==> src/rtl/evq_tracker.sv <==
module evq_tracker #(
  parameter int DEPTH = 16,
  parameter int TW    = 2,
  parameter int CW    = 6
) (
  input  logic                       clk,
  input  logic                       rst_n,
  input  logic                       ev_valid,
  input  logic [TW-1:0]              ev_type,
  input  logic [CW-1:0]              ev_chan,
  output logic                       ev_stall,
  input  logic                       cons_idle,
  input  logic                       out_ready,
  output logic                       out_valid,
  output logic [TW-1:0]              out_type,
  output logic [CW-1:0]              out_chan,
  input  logic [$clog2(DEPTH)-1:0]   thr,
  input  logic                       clr_wm,
  input  logic                       clr_exc,
  input  logic                       clr_err,
  input  logic [$clog2(DEPTH)-1:0]   rd_idx,
  output logic [TW+CW-1:0]           rd_entry,
  output logic [$clog2(DEPTH)-1:0]   head_ptr,
  output logic [$clog2(DEPTH):0]     valid_cnt,
  output logic [$clog2(DEPTH):0]     wmark,
  output logic                       exc_flag,
  output logic                       err_flag,
  output logic                       err_irq
);
  localparam int AW = $clog2(DEPTH);
  localparam int NW = AW + 1;
  localparam int EW = TW + CW;
  localparam logic [NW-1:0] FULL_N = NW'(DEPTH);

  logic [EW-1:0] slots [DEPTH];
  logic [AW-1:0] head;
  logic [NW-1:0] cnt, cnt_nxt;
  logic [NW-1:0] wm;
  logic          exc, err;

  logic empty, full, bypass, push, pop, over;
  logic [AW-1:0] wr_ptr;
  logic [EW-1:0] head_ent;

  assign empty    = (cnt == '0);
  assign full     = (cnt == FULL_N);
  assign bypass   = ev_valid && empty && cons_idle && out_ready;
  assign ev_stall = ev_valid && full;
  assign push     = ev_valid && !full && !bypass;
  assign pop      = !empty && out_ready;
  assign wr_ptr   = head + cnt[AW-1:0];
  assign head_ent = slots[head];
  assign cnt_nxt  = cnt + NW'(push) - NW'(pop);
  assign over     = (cnt_nxt > {1'b0, thr}) || (cnt > {1'b0, thr});

  assign out_valid = !empty || bypass;
  assign out_type  = empty ? ev_type : head_ent[EW-1:CW];
  assign out_chan  = empty ? ev_chan : head_ent[CW-1:0];
  assign rd_entry  = slots[rd_idx];

  assign head_ptr  = head;
  assign valid_cnt = cnt;
  assign wmark     = wm;
  assign exc_flag  = exc;
  assign err_flag  = err;
  assign err_irq   = err;

  always_ff @(posedge clk) begin
    if (!rst_n) begin
      for (int i = 0; i < DEPTH; i++) slots[i] <= '0;
    end else if (push) begin
      slots[wr_ptr] <= {ev_type, ev_chan};
    end
  end

  always_ff @(posedge clk) begin
    if (!rst_n) begin
      head <= '0;
      cnt  <= '0;
      wm   <= '0;
      exc  <= 1'b0;
      err  <= 1'b0;
    end else begin
      cnt <= cnt_nxt;
      if (pop) head <= head + 1'b1;
      if (clr_wm)            wm <= cnt_nxt;
      else if (cnt_nxt > wm) wm <= cnt_nxt;
      if (over)         exc <= 1'b1;
      else if (clr_exc) exc <= 1'b0;
      if (over)         err <= 1'b1;
      else if (clr_err) err <= 1'b0;
    end
  end

  a_r2_count_bound: assert property (@(posedge clk) disable iff (!rst_n)
    valid_cnt <= FULL_N);

  a_r2_pushpop_hold: assert property (@(posedge clk) disable iff (!rst_n)
    (ev_valid && !ev_stall && !empty && out_ready) |=> $stable(valid_cnt));

  a_r4_bypass_no_store: assert property (@(posedge clk) disable iff (!rst_n)
    (ev_valid && valid_cnt == '0 && cons_idle && out_ready) |=> (valid_cnt == '0 && $stable(head_ptr)));

  a_r5_full_stalls: assert property (@(posedge clk) disable iff (!rst_n)
    (valid_cnt == FULL_N && ev_valid) |-> ev_stall);

  a_r5_full_no_grow: assert property (@(posedge clk) disable iff (!rst_n)
    (valid_cnt == FULL_N && !out_ready) |=> valid_cnt == FULL_N);

  a_r6_wm_covers_count: assert property (@(posedge clk) disable iff (!rst_n)
    wmark >= valid_cnt);

  a_r7_exc_on_over: assert property (@(posedge clk) disable iff (!rst_n)
    (valid_cnt > {1'b0, thr}) |=> exc_flag);

  a_r7_exc_sticky: assert property (@(posedge clk) disable iff (!rst_n)
    (exc_flag && !clr_exc) |=> exc_flag);

  a_r8_err_sticky: assert property (@(posedge clk) disable iff (!rst_n)
    (err_flag && !clr_err) |=> err_irq);
endmodule

==> config.mk <==
export PLATFORM = sky130hd
export DESIGN_NAME = evq_tracker
export DESIGN_NICKNAME = d
export VERILOG_FILES = /design/src/rtl/evq_tracker.sv
export SDC_FILE = /design/constraint.sdc
export NUM_CORES = 1
export LEC_CHECK = 0
export BUFFER_PORTS_ARGS = -buffer_cell sky130_fd_sc_hd__buf_2
export CAP_MARGIN = 20
export CORE_ASPECT_RATIO = 0.5
export CORE_MARGIN = 2
export CORE_UTILIZATION = 50
export CTS_CLUSTER_DIAMETER = 40
export CTS_CLUSTER_SIZE = 28
export DETAILED_ROUTE_END_ITERATION = 8
export PLACE_DENSITY = 0.74
export SYNTH_ARGS = -nofsm -noshare
export SYNTH_HDL_FRONTEND = slang
export SYNTH_SLANG_ARGS = --single-unit
==> constraint.sdc <==
create_clock -name clk -period 4.8 [get_ports clk]
set_input_delay 0 -clock clk [delete_from_list [all_inputs] [get_ports clk]]
set_output_delay 0 -clock clk [all_outputs]
set_load 0.02 [all_outputs]
==> results.json, run 1 <==
{
  "ys_async_sr_fraction": 0,
  "vias_per_cell": 6.35,
  "avgSynthCellArea_um2": 13.1,
  "grt_pass1_wl_mm": 33.3,
  "clkLatencyLatePin_ns": 0.43,
  "synth_area_leaders": "edfxtp_1 (46%), mux4_2 (15%), and3_1 (9.7%)",
  "overflow": 0,
  "syn_area_mm2": 0.00842,
  "grt_max_degree": 41,
  "ctsResizeCount": 0,
  "dieHeight_um": 95.8,
  "cp-start-kind": "flip-flop",
  "gp_congestion": 0.824,
  "cp_common_cell": "ha_1",
  "worst_pin_slew_ns": 1.14,
  "syn_inst": 644,
  "ios": 59,
  "min_path_cells": 3,
  "period_share": 0.794,
  "dr_total_vias": 5917,
  "arrival_ns": 4.16,
  "path_cells": "inv_1 -> ha_1 -> nor4b_2 -> nor2b_1 -> ha_1 -> inv_1 -> ha_1 -> fa_1 -> xor2_1 -> ha_1 -> nand2_1 -> o21bai_1 -> o2bb2ai_1 -> o311ai_4 -> mux2i_1",
  "drtIter0Drc": 641,
  "rows": 33,
  "cts_buffers": 17,
  "crit_slowest_cell": "fa_1",
  "finalMaxSlewViolations": 0,
  "power-per-cell-area_mw_per_mm2": 532,
  "antenna_found_initial": 0,
  "leakage_nw": 4.09,
  "r2r-end": "wmark[0]",
  "rr_worst_depth": 15,
  "io_buffers": 58,
  "yosys.cell_types.count": 41,
  "fin_skew_ns": 0.0135,
  "ctsRootBufferMaster": "clkbuf_16",
  "hpwlAfterDp_mm": 13.9,
  "initial_utilization": 0.512,
  "endpoint_kind": "flip-flop",
  "critPathMaxStageDelay_ns": 0.44,
  "critPathKind": "reg -> reg",
  "post-route-util": 0.581,
  "cts_tree": "yes",
  "wirelength_mm": 21.9,
  "ir_worst_vdd_v": 0.000406,
  "finalSetupViolCount": 0,
  "synth_edf_count": 128,
  "maxSlewHeadroom": 0.236,
  "ant_nets": 0,
  "final_nets": 740,
  "wl_per_cell_um": 23.5,
  "n_antenna_cell": 0,
  "yosysWarnings": 0,
  "fin_tns_setup_ns": 0,
  "cts.sinks": 148,
  "grt.total_usage": 0.252,
  "worstHoldStart": "rst_n",
  "fin_crit_ns": 3.81,
  "path_max_fanout": 6,
  "max_cap_viol_count": 0,
  "path_clk_slew_ns": 0.06,
  "holdPathEnd": "wmark[2]",
  "core_mm2": 0.0164,
  "r2r_start": "valid_cnt[3]",
  "rsz0062_at_grt": "no",
  "cp.required_ns": 5.16,
  "hp-class": "in -> reg",
  "die_area_mm2": 0.0180,
  "route.detailed.drc": 0,
  "status": "completed",
  "grt_pass1_vias": 5996,
  "area_growth_pct": 13.5,
  "ys.flop_type": "edfxtp_1",
  "synth_fp_nets": 692,
  "clockBufferDepth": 2,
  "netlist.top_cell.by_area": "edfxtp_1",
  "drt_first_pass_iters": 7,
  "finalHoldViolations": 0,
  "yosysSeqAreaShare": 0.504,
  "die_w_um": 188,
  "ctsHtreeMaxLevel": 4,
  "ys_ff_latch": 148,
  "rrSetupSlack_ns": 0.99,
  "timing.fmax_ghz": 0.263,
  "synth_top_area_frac": 0.457,
  "drive_gt1_frac": 0.294
}
## layout make-up
type,instances,area (µm²)
fillers,1317,6880
flip-flops and latches,148,4250
multi-input cells,413,3820
repair buffers,88,538
clock buffers,18,429
well taps,227,284
clock inverters,14,144
inverters,24,90.1
## cells in the mapped netlist, drive strengths merged, types with 6 or more instances
cell	number
nor2	17
ha	22
and3	130
buf	20
inv	23
o21ai	29
nor3	9
a221o	8
mux2	24
xor2	7
edfxtp	128
mux2i	22
xnor2	6
o22ai	8
a21oi	20
clkbuf	39
mux4	56
o21bai	10
dfxtp	20
nand2	24
## worst max path at each step
stage	slack, ns	to	startpoint	cells past startpoint
global placement	0.55	wmark[1]	valid_cnt[3]	15
floorplan	1.30	wmark[0]	valid_cnt[3]	16
detailed placement	0.25	wmark[3]	valid_cnt[3]	15
finish	0.99	wmark[0]	valid_cnt[3]	15
CTS	0.18	wmark[0]	valid_cnt[3]	15
global route	0.79	wmark[0]	valid_cnt[3]	15
## worst max-delay path, delay by kind of cell, from the launching register on
kind	cells	cell delay [ns]
XOR/XNOR	1	0.22
flip-flops	1	0.40
adder cells (fa/ha/maj)	5	1.45
multiplexers	1	0.22
AO/OA/AOI/OAI	3	0.66
AND/OR/NAND/NOR	3	0.63
buffers and inverters	2	0.15
## placed cells by master (no fill, tap or decap), drive strengths merged, types with 9 or more instances in the layout
cell type / count
o21ai: 29
nand2: 24
and3: 130
mux4: 56
mux2i: 22
o21bai: 10
dfxtp: 20
mux2: 24
a21oi: 20
edfxtp: 128
nor2: 17
clkbuf: 18
buf: 85
ha: 22
nor3: 9
inv: 30
## sequential cells by signal, summed over array words and instances (netlist names), named ones only
signal and cells:
slots 128, valid_cnt 5, wmark 5, head_ptr 4, err_flag 1, exc_flag 1
## cells by family (layout without fill, tap and decap cells)
logic type / count (synthesis) / in the layout / share of synthesized area
mux: 102 / 102 / 0.208
simple gates: 191 / 191 / 0.130
xor+xnor: 13 / 13 / 0.0135
fa+ha+maj: 24 / 24 / 0.0375
flops: 148 / 148 / 0.504
buf+inv: 83 / 144 / 0.0433
compound gates: 83 / 83 / 0.0633
## report_power, final
| group | total, W | switching (W) | internal [W] |
|---|---|---|---|
| clock network | 0.00131 | 0.000581 | 0.000730 |
| registers | 0.00173 | 0.000166 | 0.00157 |
| logic | 0.00204 | 0.00120 | 0.000841 |
## per-stage QoR
stage	hold WS, ns	worst slack, ns	area [µm²]	total power, W	instances
after floorplan	0.122	1.30	8420	0.00320	644
after global placement	0.319	0.551	8910	0.00367	894
after detailed placement	0.329	0.248	8910	0.00375	894
after CTS	0.0137	0.185	9510	0.00505	929
after global routing	0.0328	0.788	9550	0.00534	932
final	0.0205	0.991	9550	0.00508	932
## per-layer routing
layer  routed length [µm]  GRT usage  vias up
li1                     -          -     2602
met1                 8770      0.313     2953
met2                10700      0.433      310
met3                 1720     0.0518       52
met4                  756      0.125        0
met5                    0          0        -
## repair_timing
item                                   4_1_cts  5_1_grt
hold buffers                                 3        0
buffers inserted                             0        0
endpoints found under the hold margin        7        0
No activity file was read; power rests on OpenSTA's default activity.
==> run 2: changes to the inputs <==
- ABC_AREA: not set -> 1
- PLACE_DENSITY: 0.74 -> 0.77
- clock period: 4.8 -> 3.25 ns (I/O delays scaled with it)
==> run 2 against run 1 <==
Synthesized area rose by 1.3%; final cell count grew 40%; clock skew fell by 0.0035 ns; critical path type unchanged; largest cell class unchanged.
==> results.json, run 2 <==
{
  "synth_mux_area_frac": 0,
  "rrSetupSlack_ns": 0.12,
  "synth_top_family_by_area": "simple AND/OR/NAND/NOR gates",
  "die_w_um": 189,
  "hp-class": "in -> reg",
  "ys_ff_latch": 148,
  "cp-start-kind": "flip-flop",
  "grt.total_usage": 0.286,
  "period_share": 0.963,
  "dp_cells": 1264,
  "largest_reg_flops": 128,
  "path_max_fanout": 8,
  "fin_crit_ns": 3.13,
  "yosysSeqAreaShare": 0.498,
  "power.total_w": 0.00804,
  "synth_edf_count": 128,
  "ant_nets": 0,
  "dpl_worst_slack_ns": -0.101,
  "io_buffers": 58,
  "finalHoldViolations": 0,
  "placed_area_mm2": 0.00912,
  "endpoint_kind": "flip-flop",
  "drtIter0Drc": 1063,
  "clockBufferDepth": 2,
  "critPathMaxStageDelay_ns": 0.41,
  "gp_congestion": 0.948,
  "rows": 33,
  "cp_top_family": "adder cells",
  "grt_max_degree": 89,
  "die_area_mm2": 0.0182,
  "maxSlewHeadroom": 0.264,
  "synth_top_area_frac": 0.451,
  "layout_common_cells": "nand2_1 (146), edfxtp_1 (128), inv_1 (107)",
  "dieHeight_um": 96.3,
  "core_mm2": 0.0165,
  "cts_buffers": 17,
  "ys.flop_type": "edfxtp_1",
  "yosysWarnings": 0,
  "netlist_top_cells_count": "nand2_1 (150), edfxtp_1 (128), inv_1 (109)",
  "synth_compound_area_frac": 0.160,
  "syn_area_mm2": 0.00853,
  "grt_pass1_vias": 7415,
  "design_area_mm2": 0.00983,
  "final_common_cell": "nand2_1",
  "cts_tree": "yes",
  "synth_xor_area_frac": 0.0101,
  "cp.required_ns": 3.58,
  "synth.most_common_cell": "nand2_1",
  "path_cells": "inv_2 -> ha_4 -> nand2_4 -> nor2_4 -> buf_4 -> nand2_1 -> nand2_1 -> ha_1 -> inv_1 -> ha_2 -> fa_2 -> xor2_4 -> ha_4 -> nand2_1 -> inv_1 -> nand2_1 -> nand2_1 -> nand2_1 -> nand2_2 -> nand3_4 -> a21oi_2 -> nor2_1",
  "grt_pass1_wl_mm": 39.4,
  "regMostFlops": "slots",
  "hpwlAfterDp_mm": 16.6,
  "ios": 59,
  "status": "completed",
  "synth_fp_nets": 1065,
  "worst_pin_slew_ns": 1.10,
  "route.detailed.drc": 0,
  "clkLatencyLatePin_ns": 0.43,
  "timing.fmax_ghz": 0.320,
  "drive_gt1_frac": 0.146,
  "path_clk_slew_ns": 0.07,
  "finalNonFillerCells": 1301,
  "fin_tns_setup_ns": 0,
  "antenna_found_initial": 0,
  "ctsRootBufferMaster": "clkbuf_16",
  "syn_inst": 1017,
  "wirelength_mm": 25.2,
  "synthSimpleGateAreaFrac": 0.211,
  "vias_per_cell": 6.08,
  "overflow": 0,
  "dr_total_vias": 7915,
  "crit_slowest_cell": "fa_2",
  "avgSynthCellArea_um2": 8.38,
  "finalMaxSlewViolations": 0,
  "cp_common_cell": "nand2_1",
  "final_nets": 1109,
  "synthAdderAreaFrac": 0.0370,
  "finalSetupViolCount": 0,
  "area_growth_pct": 15.3,
  "ctsHtreeMaxLevel": 4,
  "initial_utilization": 0.516,
  "worst-path-buf-inv": 4,
  "power-per-cell-area_mw_per_mm2": 818,
  "max_cap_viol_count": 0,
  "arrival_ns": 3.46,
  "final.setup.worst_slack_ns": 0.121,
  "fin_skew_ns": 0.0100,
  "cts.sinks": 148,
  "ys_async_sr_fraction": 0,
  "n_antenna_cell": 0,
  "netlist.top_cell.by_area": "edfxtp_1",
  "synth_area_leaders": "edfxtp_1 (45%), nand2_1 (6.6%), nand3_1 (5.8%)",
  "leakage_nw": 3.96,
  "wl_per_cell_um": 19.4,
  "drt_first_pass_iters": 6,
  "yosys.cell_types.count": 28,
  "ir_worst_vdd_v": 0.000966,
  "critPathKind": "reg -> reg"
}
-- run 2: changes by cell type after synthesis, moves of 24 or more --
cell      delta
a21oi_1     +66
and3_1     -130
inv_1       +87
mux2_2      -24
mux4_2      -56
nand2_1    +126
nand3_1     +96
nor2_1      +70
nor3_1      +55
o211ai_1    +59
o21ai_0     +70
-- run 2: timing repair --
| item | in CTS | in global routing |
|---|---|---|
| pin swaps | 4 | 3 |
| resized for setup | 6 | 12 |
| hold buffers | 4 | 0 |
| endpoints found under the setup margin | 4 | 6 |
| buffers inserted | 1 | 0 |
| hold endpoints to repair | 8 | 0 |
-- run 2: metrics by stage --
stage                     hold slack (ns)   util
after floorplan                     0.163      -
after global placement              0.295  0.552
after detailed placement            0.291  0.552
after CTS                          0.0304  0.593
after global routing               0.0512  0.595
final                              0.0307  0.595
-- run 2: area by class of cell --
class	count	area (µm²)
clock buffers	18	450
multi-input cells	680	3670
well taps	227	284
flip-flops and latches	148	4250
inverters	120	452
repair buffers	94	598
fillers	1377	6690
clock inverters	14	125
-- run 2: where the power goes --
group | total [W] | leakage (nW) | switching, W | internal [W]
clock | 0.00194 | 0.289 | 0.000886 | 0.00106
sequential | 0.00255 | 1.49 | 0.000184 | 0.00237
combinational | 0.00354 | 2.18 | 0.00235 | 0.00119
-- run 2: metal layers --
layer	up-vias	routed length, µm	GRT usage
met5	-	0	0
met4	0	745	0.120
met3	68	2990	0.0550
met2	510	11800	0.483
met1	3711	9670	0.366
li1	3626	-	-
-- run 2: final timing paths --
check | startpoint | to | depth (start not counted)
setup / recovery | valid_cnt[3] | wmark[0] | 22
hold / removal | out_ready | flip-flop | 5
setup reg to reg | valid_cnt[3] | wmark[0] | 22
hold reg to reg | head_ptr[2] | flip-flop | 2
-- run 2: worst reg2reg max path, cell delays in order (launching register included) --
cell	delay, ns
dfxtp_2	0.34
inv_2	0.06
ha_4	0.16
nand2_4	0.08
nor2_4	0.04
buf_4	0.13
nand2_1	0.06
nand2_1	0.07
ha_1	0.27
inv_1	0.04
ha_2	0.18
fa_2	0.41
xor2_4	0.19
ha_4	0.28
nand2_1	0.04
inv_1	0.07
nand2_1	0.05
nand2_1	0.06
nand2_1	0.07
nand2_2	0.08
nand3_4	0.14
a21oi_2	0.16
nor2_1	0.06
-- run 2: cells by family after synthesis --
logic type | Yosys count
adder cells (fa/ha/maj) | 24
flip-flops | 148
buffers and inverters | 189
XOR/XNOR | 6
AND/OR/NAND/NOR | 409
AO/OA/AOI/OAI | 241
